--- src/rtl/spi_regport_pkg.sv ---
package spi_regport_pkg;
  typedef enum logic {
    PH_CMD  = 1'b0,
    PH_DATA = 1'b1
  } phase_t;
endpackage

--- src/rtl/spi_regport_sync.sv ---
module spi_regport_sync #(
  parameter int WIDTH     = 3,
  parameter int STAGES    = 2,
  parameter logic [WIDTH-1:0] RST_VAL = '0
) (
  input  logic             clk,
  input  logic             rst_n,
  input  logic [WIDTH-1:0] d_in,
  output logic [WIDTH-1:0] q_out
);
  logic [WIDTH-1:0] stage_q [STAGES];

  for (genvar s = 0; s < STAGES; s++) begin : g_stage
    always_ff @(posedge clk or negedge rst_n) begin
      if (!rst_n) stage_q[s] <= RST_VAL;
      else if (s == 0) stage_q[s] <= d_in;
      else stage_q[s] <= stage_q[(s == 0) ? 0 : s-1];
    end
  end

  assign q_out = stage_q[STAGES-1];
endmodule

--- src/rtl/spi_regport_rx.sv ---
module spi_regport_rx #(
  parameter int DATA_W = 8,
  localparam int CNT_W = $clog2(DATA_W)
) (
  input  logic              clk,
  input  logic              rst_n,
  input  logic              cs_act,
  input  logic              sclk_rise,
  input  logic              din,
  output logic              byte_done,
  output logic [DATA_W-1:0] byte_val
);
  logic [CNT_W-1:0]  cnt_q, cnt_n;
  logic [DATA_W-1:0] sr_q, sr_n;
  logic              en;

  assign en        = !cs_act || sclk_rise;
  assign byte_val  = {sr_q[DATA_W-2:0], din};
  assign byte_done = cs_act && sclk_rise && (cnt_q == CNT_W'(DATA_W-1));

  always_comb begin
    cnt_n = cnt_q;
    sr_n  = sr_q;
    if (!cs_act) begin
      cnt_n = '0;
      sr_n  = '0;
    end else if (sclk_rise) begin
      sr_n  = byte_val;
      cnt_n = byte_done ? '0 : cnt_q + 1'b1;
    end
  end

  always_ff @(posedge clk or negedge rst_n) begin
    if (!rst_n) begin
      cnt_q <= '0;
      sr_q  <= '0;
    end else if (en) begin
      cnt_q <= cnt_n;
      sr_q  <= sr_n;
    end
  end
endmodule

--- src/rtl/spi_regport_tx.sv ---
module spi_regport_tx #(
  parameter int DATA_W = 8
) (
  input  logic              clk,
  input  logic              rst_n,
  input  logic              clr,
  input  logic              load,
  input  logic [DATA_W-1:0] load_val,
  input  logic              shift,
  output logic              dout
);
  logic [DATA_W-1:0] sr_q, sr_n;
  logic              dout_q, dout_n;
  logic              en;

  assign en = clr || load || shift;

  always_comb begin
    sr_n   = sr_q;
    dout_n = dout_q;
    if (clr) begin
      sr_n   = '0;
      dout_n = 1'b0;
    end else if (load) begin
      sr_n = load_val;
    end else if (shift) begin
      dout_n = sr_q[DATA_W-1];
      sr_n   = {sr_q[DATA_W-2:0], 1'b0};
    end
  end

  always_ff @(posedge clk or negedge rst_n) begin
    if (!rst_n) begin
      sr_q   <= '0;
      dout_q <= 1'b0;
    end else if (en) begin
      sr_q   <= sr_n;
      dout_q <= dout_n;
    end
  end

  assign dout = dout_q;
endmodule

--- src/rtl/spi_regport.sv ---
module spi_regport
  import spi_regport_pkg::*;
#(
  parameter int ADDR_W      = 7,
  parameter int DATA_W      = 8,
  parameter int SYNC_STAGES = 2
) (
  input  logic              clk,
  input  logic              rst_n,
  input  logic              spi_sclk,
  input  logic              spi_csn,
  input  logic              spi_mosi,
  output logic              spi_miso,
  output logic              spi_miso_oe,
  output logic [ADDR_W-1:0] reg_addr,
  output logic [DATA_W-1:0] reg_wdata,
  output logic              reg_we,
  input  logic [DATA_W-1:0] reg_rdata
);
  localparam int CMD_BIT = DATA_W - 1;

  // reset: asynchronous assert, synchronous release
  logic [1:0] rst_sr_q;
  logic       rst_int_n;
  always_ff @(posedge clk or negedge rst_n) begin
    if (!rst_n) rst_sr_q <= 2'b00;
    else        rst_sr_q <= {rst_sr_q[0], 1'b1};
  end
  assign rst_int_n = rst_sr_q[1];

  // pin synchronisers: {csn, sclk, mosi}
  logic [2:0] pins_s;
  logic       csn_s, sclk_s, mosi_s, sclk_d_q;
  spi_regport_sync #(.WIDTH(3), .STAGES(SYNC_STAGES), .RST_VAL(3'b100)) u_sync (
    .clk   (clk),
    .rst_n (rst_int_n),
    .d_in  ({spi_csn, spi_sclk, spi_mosi}),
    .q_out (pins_s)
  );
  assign {csn_s, sclk_s, mosi_s} = pins_s;

  always_ff @(posedge clk or negedge rst_int_n) begin
    if (!rst_int_n) sclk_d_q <= 1'b0;
    else            sclk_d_q <= sclk_s;
  end

  logic cs_act, sclk_rise, sclk_fall;
  assign cs_act    = !csn_s;
  assign sclk_rise = sclk_s && !sclk_d_q;
  assign sclk_fall = !sclk_s && sclk_d_q;

  logic              byte_done;
  logic [DATA_W-1:0] byte_val;
  spi_regport_rx #(.DATA_W(DATA_W)) u_rx (
    .clk       (clk),
    .rst_n     (rst_int_n),
    .cs_act    (cs_act),
    .sclk_rise (sclk_rise),
    .din       (mosi_s),
    .byte_done (byte_done),
    .byte_val  (byte_val)
  );

  // transaction control
  phase_t            phase_q, phase_n;
  logic              wr_q, wr_n;
  logic [ADDR_W-1:0] ptr_q, ptr_n;
  logic              we_q, we_n;
  logic [DATA_W-1:0] wdata_q, wdata_n;
  logic              load_q, load_n;

  always_comb begin
    phase_n = phase_q;
    wr_n    = wr_q;
    ptr_n   = ptr_q;
    we_n    = 1'b0;
    wdata_n = wdata_q;
    load_n  = 1'b0;
    if (we_q) ptr_n = ptr_q + 1'b1;
    if (!cs_act) begin
      phase_n = PH_CMD;
      wr_n    = 1'b0;
    end else if (byte_done) begin
      if (phase_q == PH_CMD) begin
        phase_n = PH_DATA;
        wr_n    = byte_val[CMD_BIT];
        ptr_n   = byte_val[ADDR_W-1:0];
        load_n  = !byte_val[CMD_BIT];
      end else if (wr_q) begin
        we_n    = 1'b1;
        wdata_n = byte_val;
      end else begin
        ptr_n  = ptr_q + 1'b1;
        load_n = 1'b1;
      end
    end
  end

  always_ff @(posedge clk or negedge rst_int_n) begin
    if (!rst_int_n) begin
      phase_q <= PH_CMD;
      wr_q    <= 1'b0;
      ptr_q   <= '0;
      we_q    <= 1'b0;
      wdata_q <= '0;
      load_q  <= 1'b0;
    end else begin
      phase_q <= phase_n;
      wr_q    <= wr_n;
      ptr_q   <= ptr_n;
      we_q    <= we_n;
      wdata_q <= wdata_n;
      load_q  <= load_n;
    end
  end

  logic oe;
  assign oe = cs_act && (phase_q == PH_DATA) && !wr_q;

  spi_regport_tx #(.DATA_W(DATA_W)) u_tx (
    .clk      (clk),
    .rst_n    (rst_int_n),
    .clr      (!cs_act),
    .load     (load_q),
    .load_val (reg_rdata),
    .shift    (sclk_fall && oe),
    .dout     (spi_miso)
  );

  assign spi_miso_oe = oe;
  assign reg_addr    = ptr_q;
  assign reg_wdata   = wdata_q;
  assign reg_we      = we_q;
endmodule

--- config.mk ---
export PLATFORM = sky130hd
export DESIGN_NAME = spi_regport
export DESIGN_NICKNAME = d
export VERILOG_FILES = /design/src/rtl/spi_regport_pkg.sv /design/src/rtl/spi_regport_sync.sv /design/src/rtl/spi_regport_rx.sv /design/src/rtl/spi_regport_tx.sv /design/src/rtl/spi_regport.sv
export SDC_FILE = /design/constraint.sdc
export NUM_CORES = 1
export LEC_CHECK = 0
export ABC_AREA = 1
export BUFFER_PORTS_ARGS = -buffer_cell sky130_fd_sc_hd__buf_2
export CAP_MARGIN = 20
export CORE_MARGIN = 2
export CORE_UTILIZATION = 40
export DETAILED_ROUTE_END_ITERATION = 10
export HOLD_SLACK_MARGIN = 0.05
export MAX_ROUTING_LAYER = met4
export PLACE_DENSITY = 0.63
export SLEW_MARGIN = 25
export SYNTH_ARGS = -nofsm -noshare
export SYNTH_HDL_FRONTEND = slang
export SYNTH_SLANG_ARGS = --single-unit
export TNS_END_PERCENT = 30
--- constraint.sdc ---
create_clock -name clk -period 1.82 [get_ports clk]
set_input_delay 0.455 -clock clk [delete_from_list [all_inputs] [get_ports clk]]
set_output_delay 0.455 -clock clk [all_outputs]
set_load 0.02 [all_outputs]
## Word level (Yosys, flattened, before mapping)

Index checks and enable logic that the tools add are counted.

- Bits in registers: 47
- Logic and storage cells: 73
- Output and inout port bits: 18
- Input port bits: 13

- Reductions and logical operators: 24
- Eq/ne operators: 3
- Add/subtract/negate cells: 2
- Bitwise logic cells: 1
- Mux-type cells: 29

Operators with widths:

| kind | number |
|---|---|
| 7-bit two-way mux | 7 |
| 8-bit two-way mux | 3 |
| 1-bit two-way mux | 16 |
| 3-bit two-way mux | 3 |
| 7-bit by 1-bit adder with 7-bit output, second input constant | 1 |
| 1-bit logical AND | 7 |
| 2-bit AND reduction | 3 |
| 2-bit nonzero test | 3 |
| 1-bit logical NOT | 5 |
| 2-bit by 1-bit inequality test with 1-bit output, second input constant | 2 |
| 4-bit AND reduction | 1 |
| 3-bit by 1-bit adder with 3-bit output, second input constant | 1 |
| 3-bit equality test, second input constant | 1 |
| 1-bit logical OR | 3 |
| 3-bit AND reduction | 1 |
| 3-bit nonzero test | 1 |
| 1-bit NOT | 1 |

## Depth between registers and ports, before layout

- Depth after elaboration: 7
- Mapped depth: 10
- Depth with buffers taken out: 9

## Hierarchy

A second synthesis with hierarchy kept.

- Cell total of the unflattened synthesis: 291
- Area total of the unflattened synthesis: 2366.0 um^2

Modules (own cells, without submodules):

| module | seq. area each (um^2) | times used | cells each | area each (um^2) |
|---|---|---|---|---|
| spi_regport | 550.5 | 1 | 165 | 1262.5 |
| spi_regport_tx | 225.2 | 1 | 64 | 480.5 |
| spi_regport_rx | 250.2 | 1 | 53 | 447.9 |
| spi_regport_sync | 152.6 | 1 | 9 | 175.2 |

## Worst setup path after synthesis

Ideal clock, no wire load.

- Path type: reg-to-reg
- From: reg u_rx.cnt_q[0]
- To: reg wdata_q[5] (netlist: reg_wdata[5])
- Slack: 0.313 ns
- Clock period less this slack: 1.507 ns
- Path buffers: 1
- Stages on the path, launching flop included: 11
- Library setup time: 0.074 ns
- Data arrival time: 1.434 ns
- Required time: 1.746 ns
- Path through: dfrtp_1 ha_1 ha_1 inv_1 nor2_8 inv_4 nor2_4 inv_2 buf_6 nand2_1 o21ai_2

- Longest elaborated chain between the ends: 3

RTL lines:

| item | RTL line | RTL |
|---|---|---|
| start: declaration | spi_regport_rx.sv:13 | `logic [CNT_W-1:0] cnt_q, cnt_n;` |
| start signal: assignment | spi_regport_rx.sv:38 | `cnt_q <= cnt_n;` |
| 3-bit equality test | spi_regport_rx.sv:19 | `assign byte_done = cs_act && sclk_rise && (cnt_q == CNT_W'(DATA_W-1));` |
| 1-bit logical AND | spi_regport_rx.sv:19 |  |
| 4-bit AND reduction (no source line) | n/a |  |
| end signal: assignment | spi_regport.sv:112 | `wdata_q <= wdata_n;` |
| end: declaration | spi_regport.sv:69 | `logic [DATA_W-1:0] wdata_q, wdata_n;` |

No other way between the ends.
A chain may end at the register's enable or synchronous reset.

## Final worst setup path

- From: reg u_sync.stage_q (netlist bit u_sync.q_out[2])
- To: out spi_miso_oe

- Longest elaborated chain between the ends: 3

RTL lines:

| item | RTL line | RTL |
|---|---|---|
| start: declaration | spi_regport_sync.sv:11 | `logic [WIDTH-1:0] stage_q [STAGES];` |
| start signal: indexed assignment | spi_regport_sync.sv:16 | `else if (s == 0) stage_q[s] <= d_in;` |
| start signal: indexed assignment | spi_regport_sync.sv:17 | `else stage_q[s] <= stage_q[(s == 0) ? 0 : s-1];` |
| 1-bit logical NOT | spi_regport.sv:48 | `assign cs_act = !csn_s;` |
| 1-bit logical AND (2 in series) | spi_regport.sv:118 | `assign oe = cs_act && (phase_q == PH_DATA) && !wr_q;` |
| end: declaration | spi_regport.sv:14 | `output logic spi_miso_oe,` |

No other way between the ends.

==> out/qor.json <==
{
  "run_status": {
    "status": "finished clean"
  },
  "setup_path": {
    "crit_path_end_kind": "output pin",
    "worstSetupPathType": "reg2out",
    "arrival_ps": 1240,
    "crit_path_start_kind": "register",
    "timing.critical_path.required_ps": 1360,
    "crit_fanout": 4
  },
  "sta": {
    "worst_slack_ps": 127.0,
    "max_freq_mhz": 590.7,
    "fin_hold_ws_ps": 245.4,
    "slew_headroom": 0.6500,
    "setup_viol_count_final": 0,
    "timing.final.crit_share": 0.9302,
    "final-max-slew-violation-count": 0,
    "finalWorstPathRequiredPeriod_ps": 1693,
    "setup_tns_ps": 0,
    "rsz_0062_raised_after_global_routing": "no",
    "worst_pin_slew_ps": 525.0,
    "finalHoldViolations": 0,
    "finalClockSkew_ps": 4.365
  },
  "global_routing": {
    "initial_antenna_violation_count": 0,
    "first_pass_grt_wire_length_um": 7555,
    "global_route.overflow_total": 0,
    "globalRouteTotalUtil": 0.1578,
    "number_of_global_route_vias_before_repair": 1596,
    "maximum_number_of_pins_on_one_net_before_global_route_repair": 26
  },
  "synthesis": {
    "yosys_register_bits": 47,
    "yosys.cell_count.top_type": "sky130_fd_sc_hd__nand2_1",
    "syn_nets": 275,
    "yosysTopAreaCellShare": 0.4889,
    "fraction_of_registers_with_async_set_reset": 1.000,
    "netlist_instances": 259,
    "yosysTopAreaCell": "sky130_fd_sc_hd__dfrtp_1",
    "synth-edff-count": 0,
    "yosysSeqAreaShare": 0.5117,
    "yosysWarnings": 0,
    "synth_ff_type": "sky130_fd_sc_hd__dfrtp_1",
    "post_synth_instance_area_um2": 2303,
    "synthesis.area_per_instance_um2": 8.894,
    "post_synth_num_cell_types": 37,
    "synth.cells.most_frequent": "sky130_fd_sc_hd__nand2_1 (52), sky130_fd_sc_hd__dfrtp_1 (45), sky130_fd_sc_hd__nand3_1 (32), sky130_fd_sc_hd__inv_1 (31)",
    "synth_area_leaders": "sky130_fd_sc_hd__dfrtp_1 (49%), sky130_fd_sc_hd__nand2_1 (8.5%), sky130_fd_sc_hd__nand3_1 (7.0%), sky130_fd_sc_hd__inv_1 (5.1%), sky130_fd_sc_hd__o21ai_2 (4.9%)"
  },
  "drt": {
    "routed_wire_length_per_instance_um": 11.87,
    "initial_drc_count": 73,
    "route.detailed.drc": 0,
    "route.detailed.vias_per_inst": 4.846,
    "drtPass1Iterations": 4,
    "route.vias.total": 1788,
    "route.antenna.remaining_nets": 0,
    "drt_wl_total_um": 4380
  },
  "clock_network": {
    "tritoncts_clock_tree": "yes",
    "tritoncts.num_buffers": 5,
    "cts.path.max_buffers": 2,
    "number_of_buffers_inserted_to_repair_setup_after_cts": 0,
    "tritoncts_num_sinks": 47,
    "insertion_delay_of_the_later_clocked_pin_in_the_worst_skew_pair_ps": 300,
    "worst_setup_hold_path_clk_slew_ps": 90,
    "ctsRootBufferMaster": "sky130_fd_sc_hd__clkbuf_8",
    "ctsHtreeMaxLevel": 2
  },
  "placed_design": {
    "placedCellCount": 360,
    "placement_stage_worst_setup_slack_ps": 89.14,
    "place_hpwl_um": 3217,
    "routabilityCongestion": 0.8023,
    "numPortBuffers": 30
  },
  "die": {
    "die_area_um2": 6382,
    "chipWidth_um": 79.89,
    "boundaryPins": 31,
    "core_area_um2": 5540,
    "fp.dieH_um": 79.89,
    "rows": 27,
    "initial_standard_cell_utilization_of_the_core": 0.4158
  },
  "power": {
    "power.density_nw_per_um2": 723.1,
    "p_total_mw": 1.932,
    "vdd_drop_max_uv": 604.0,
    "power.leakage_nw": 1.331
  },
  "layout": {
    "final_antenna_diode_count": 0,
    "syn2layout_area_growth_pct": 15.97,
    "finalNetCount": 312,
    "fillers": 578,
    "post_route_cells_drive_above_1_share": 0.2492,
    "fin_cells": 369
  },
  "worst_hold_path": {
    "min-delay-path-class": "reg2async"
  },
  "flow_run": {
    "cap_viol_max_count": 0
  }
}
-- through the flow --
step / cell area (µm²) / util
floorplan: 2303 / -
global placement: 2542 / 0.4589
detailed placement: 2542 / 0.4589
CTS: 2669 / 0.4817
global route: 2671 / 0.4822
finish: 2671 / 0.4822
-- critical path: stages, from the launching register on --
cell and delay, ps:
sky130_fd_sc_hd__dfstp_2 560, sky130_fd_sc_hd__inv_2 70, sky130_fd_sc_hd__nand2_2 100, sky130_fd_sc_hd__nor2_1 50
sky130_fd_sc_hd__buf_2 160
-- final timing paths --
check                                     startpoint                           to  slack (ps)  cells after the start
min reg2reg                    rst_sr_q[1]$_DFF_PN0_    u_rx.cnt_q[2]$_DFFE_PN0P_         250                      0
min                            rst_sr_q[1]$_DFF_PN0_    u_rx.cnt_q[2]$_DFFE_PN0P_         250                      0
min in group clk                             spi_csn  u_sync.stage_q[5]$_DFF_PN1_         250                      1
max                        u_sync.q_out[2]$_DFF_PN1_                  spi_miso_oe         130                      4
max in group asynchronous      rst_sr_q[1]$_DFF_PN0_     u_rx.sr_q[3]$_DFFE_PN0P_        1000                      1
max reg2reg                u_rx.cnt_q[0]$_DFFE_PN0P_     reg_wdata[0]$_DFFE_PN0P_         190                      9
-- power breakdown --
group	internal (mW)	switching [mW]
clock	0.416	0.367
sequential	1.06	0.0186
combinational	0.0249	0.0440
-- flip-flops by register name (all words and copies together) (netlist names) --
signal and count:
u_rx.sr_q 7, u_tx.dout 1, reg_wdata 8, u_sync.q_out 3, sclk_d_q 1, u_tx.sr_q 8, reg_we 1, reg_addr 7
u_sync.stage_q 3, wr_q 1, rst_sr_q 2, phase_q 1, load_q 1, u_rx.cnt_q 3
-- per-layer routing --
layer | GRT usage | up-vias | share of wire
li1 | - | 923 | -
met1 | 0.2218 | 836 | 0.52
met2 | 0.2258 | 25 | 0.44
met3 | 0.03394 | 4 | 0.029
met4 | 0.05593 | 0 | 0.011
met5 | - | - | 0
-- final cells by class --
| cell class | count | area (µm²) | area share |
|---|---|---|---|
| Multi-Input combinational cell | 168 | 928.4 | 0.3475 |
| Inverter | 35 | 136.4 | 0.05105 |
| Clock inverter | 3 | 47.55 | 0.01780 |
| Sequential cell | 47 | 1180 | 0.4417 |
| Tap cell | 72 | 90.09 | 0.03372 |
| Timing Repair Buffer | 39 | 220.2 | 0.08244 |
| Clock buffer | 5 | 68.82 | 0.02576 |
-- repair_timing --
| item | CTS | global route |
|---|---|---|
| resized for setup | 0 | 2 |
| endpoints found under the setup margin | 0 | 8 |
| hold buffers | 1 | 0 |
| endpoints found under the hold margin | 2 | 0 |
-- cells by family after synthesis --
kind of cell               after synthesis  share of synthesized area
xor gates and xnor gates                 4                    0.01521
AOI/OAI and AO/OA                       54                     0.1510
adders and majority gates                3                    0.01630
other                                    1                   0.001628
DFF                                     47                     0.5117
buffers and inverters                   44                    0.08528
and+or+nand+nor                        106                     0.2189
-- cell usage in the layout, fill, tap and decap left out, types with 2 or more instances in the layout --
cell and n:
sky130_fd_sc_hd__nand3_1 32, sky130_fd_sc_hd__buf_4 8, sky130_fd_sc_hd__o21bai_1 2, sky130_fd_sc_hd__ha_1 3, sky130_fd_sc_hd__clkbuf_8 5, sky130_fd_sc_hd__dfstp_2 2
sky130_fd_sc_hd__xnor2_1 3, sky130_fd_sc_hd__buf_2 30, sky130_fd_sc_hd__o21ai_1 2, sky130_fd_sc_hd__o21ai_0 13, sky130_fd_sc_hd__a22oi_1 2, sky130_fd_sc_hd__inv_4 2
sky130_fd_sc_hd__dfrtp_1 44, sky130_fd_sc_hd__a21oi_1 11, sky130_fd_sc_hd__o21ai_2 13, sky130_fd_sc_hd__nor2_1 13, sky130_fd_sc_hd__nand2_1 52, sky130_fd_sc_hd__o22ai_1 7
sky130_fd_sc_hd__inv_2 2, sky130_fd_sc_hd__inv_1 31
(Power assumes the default switching activity.)
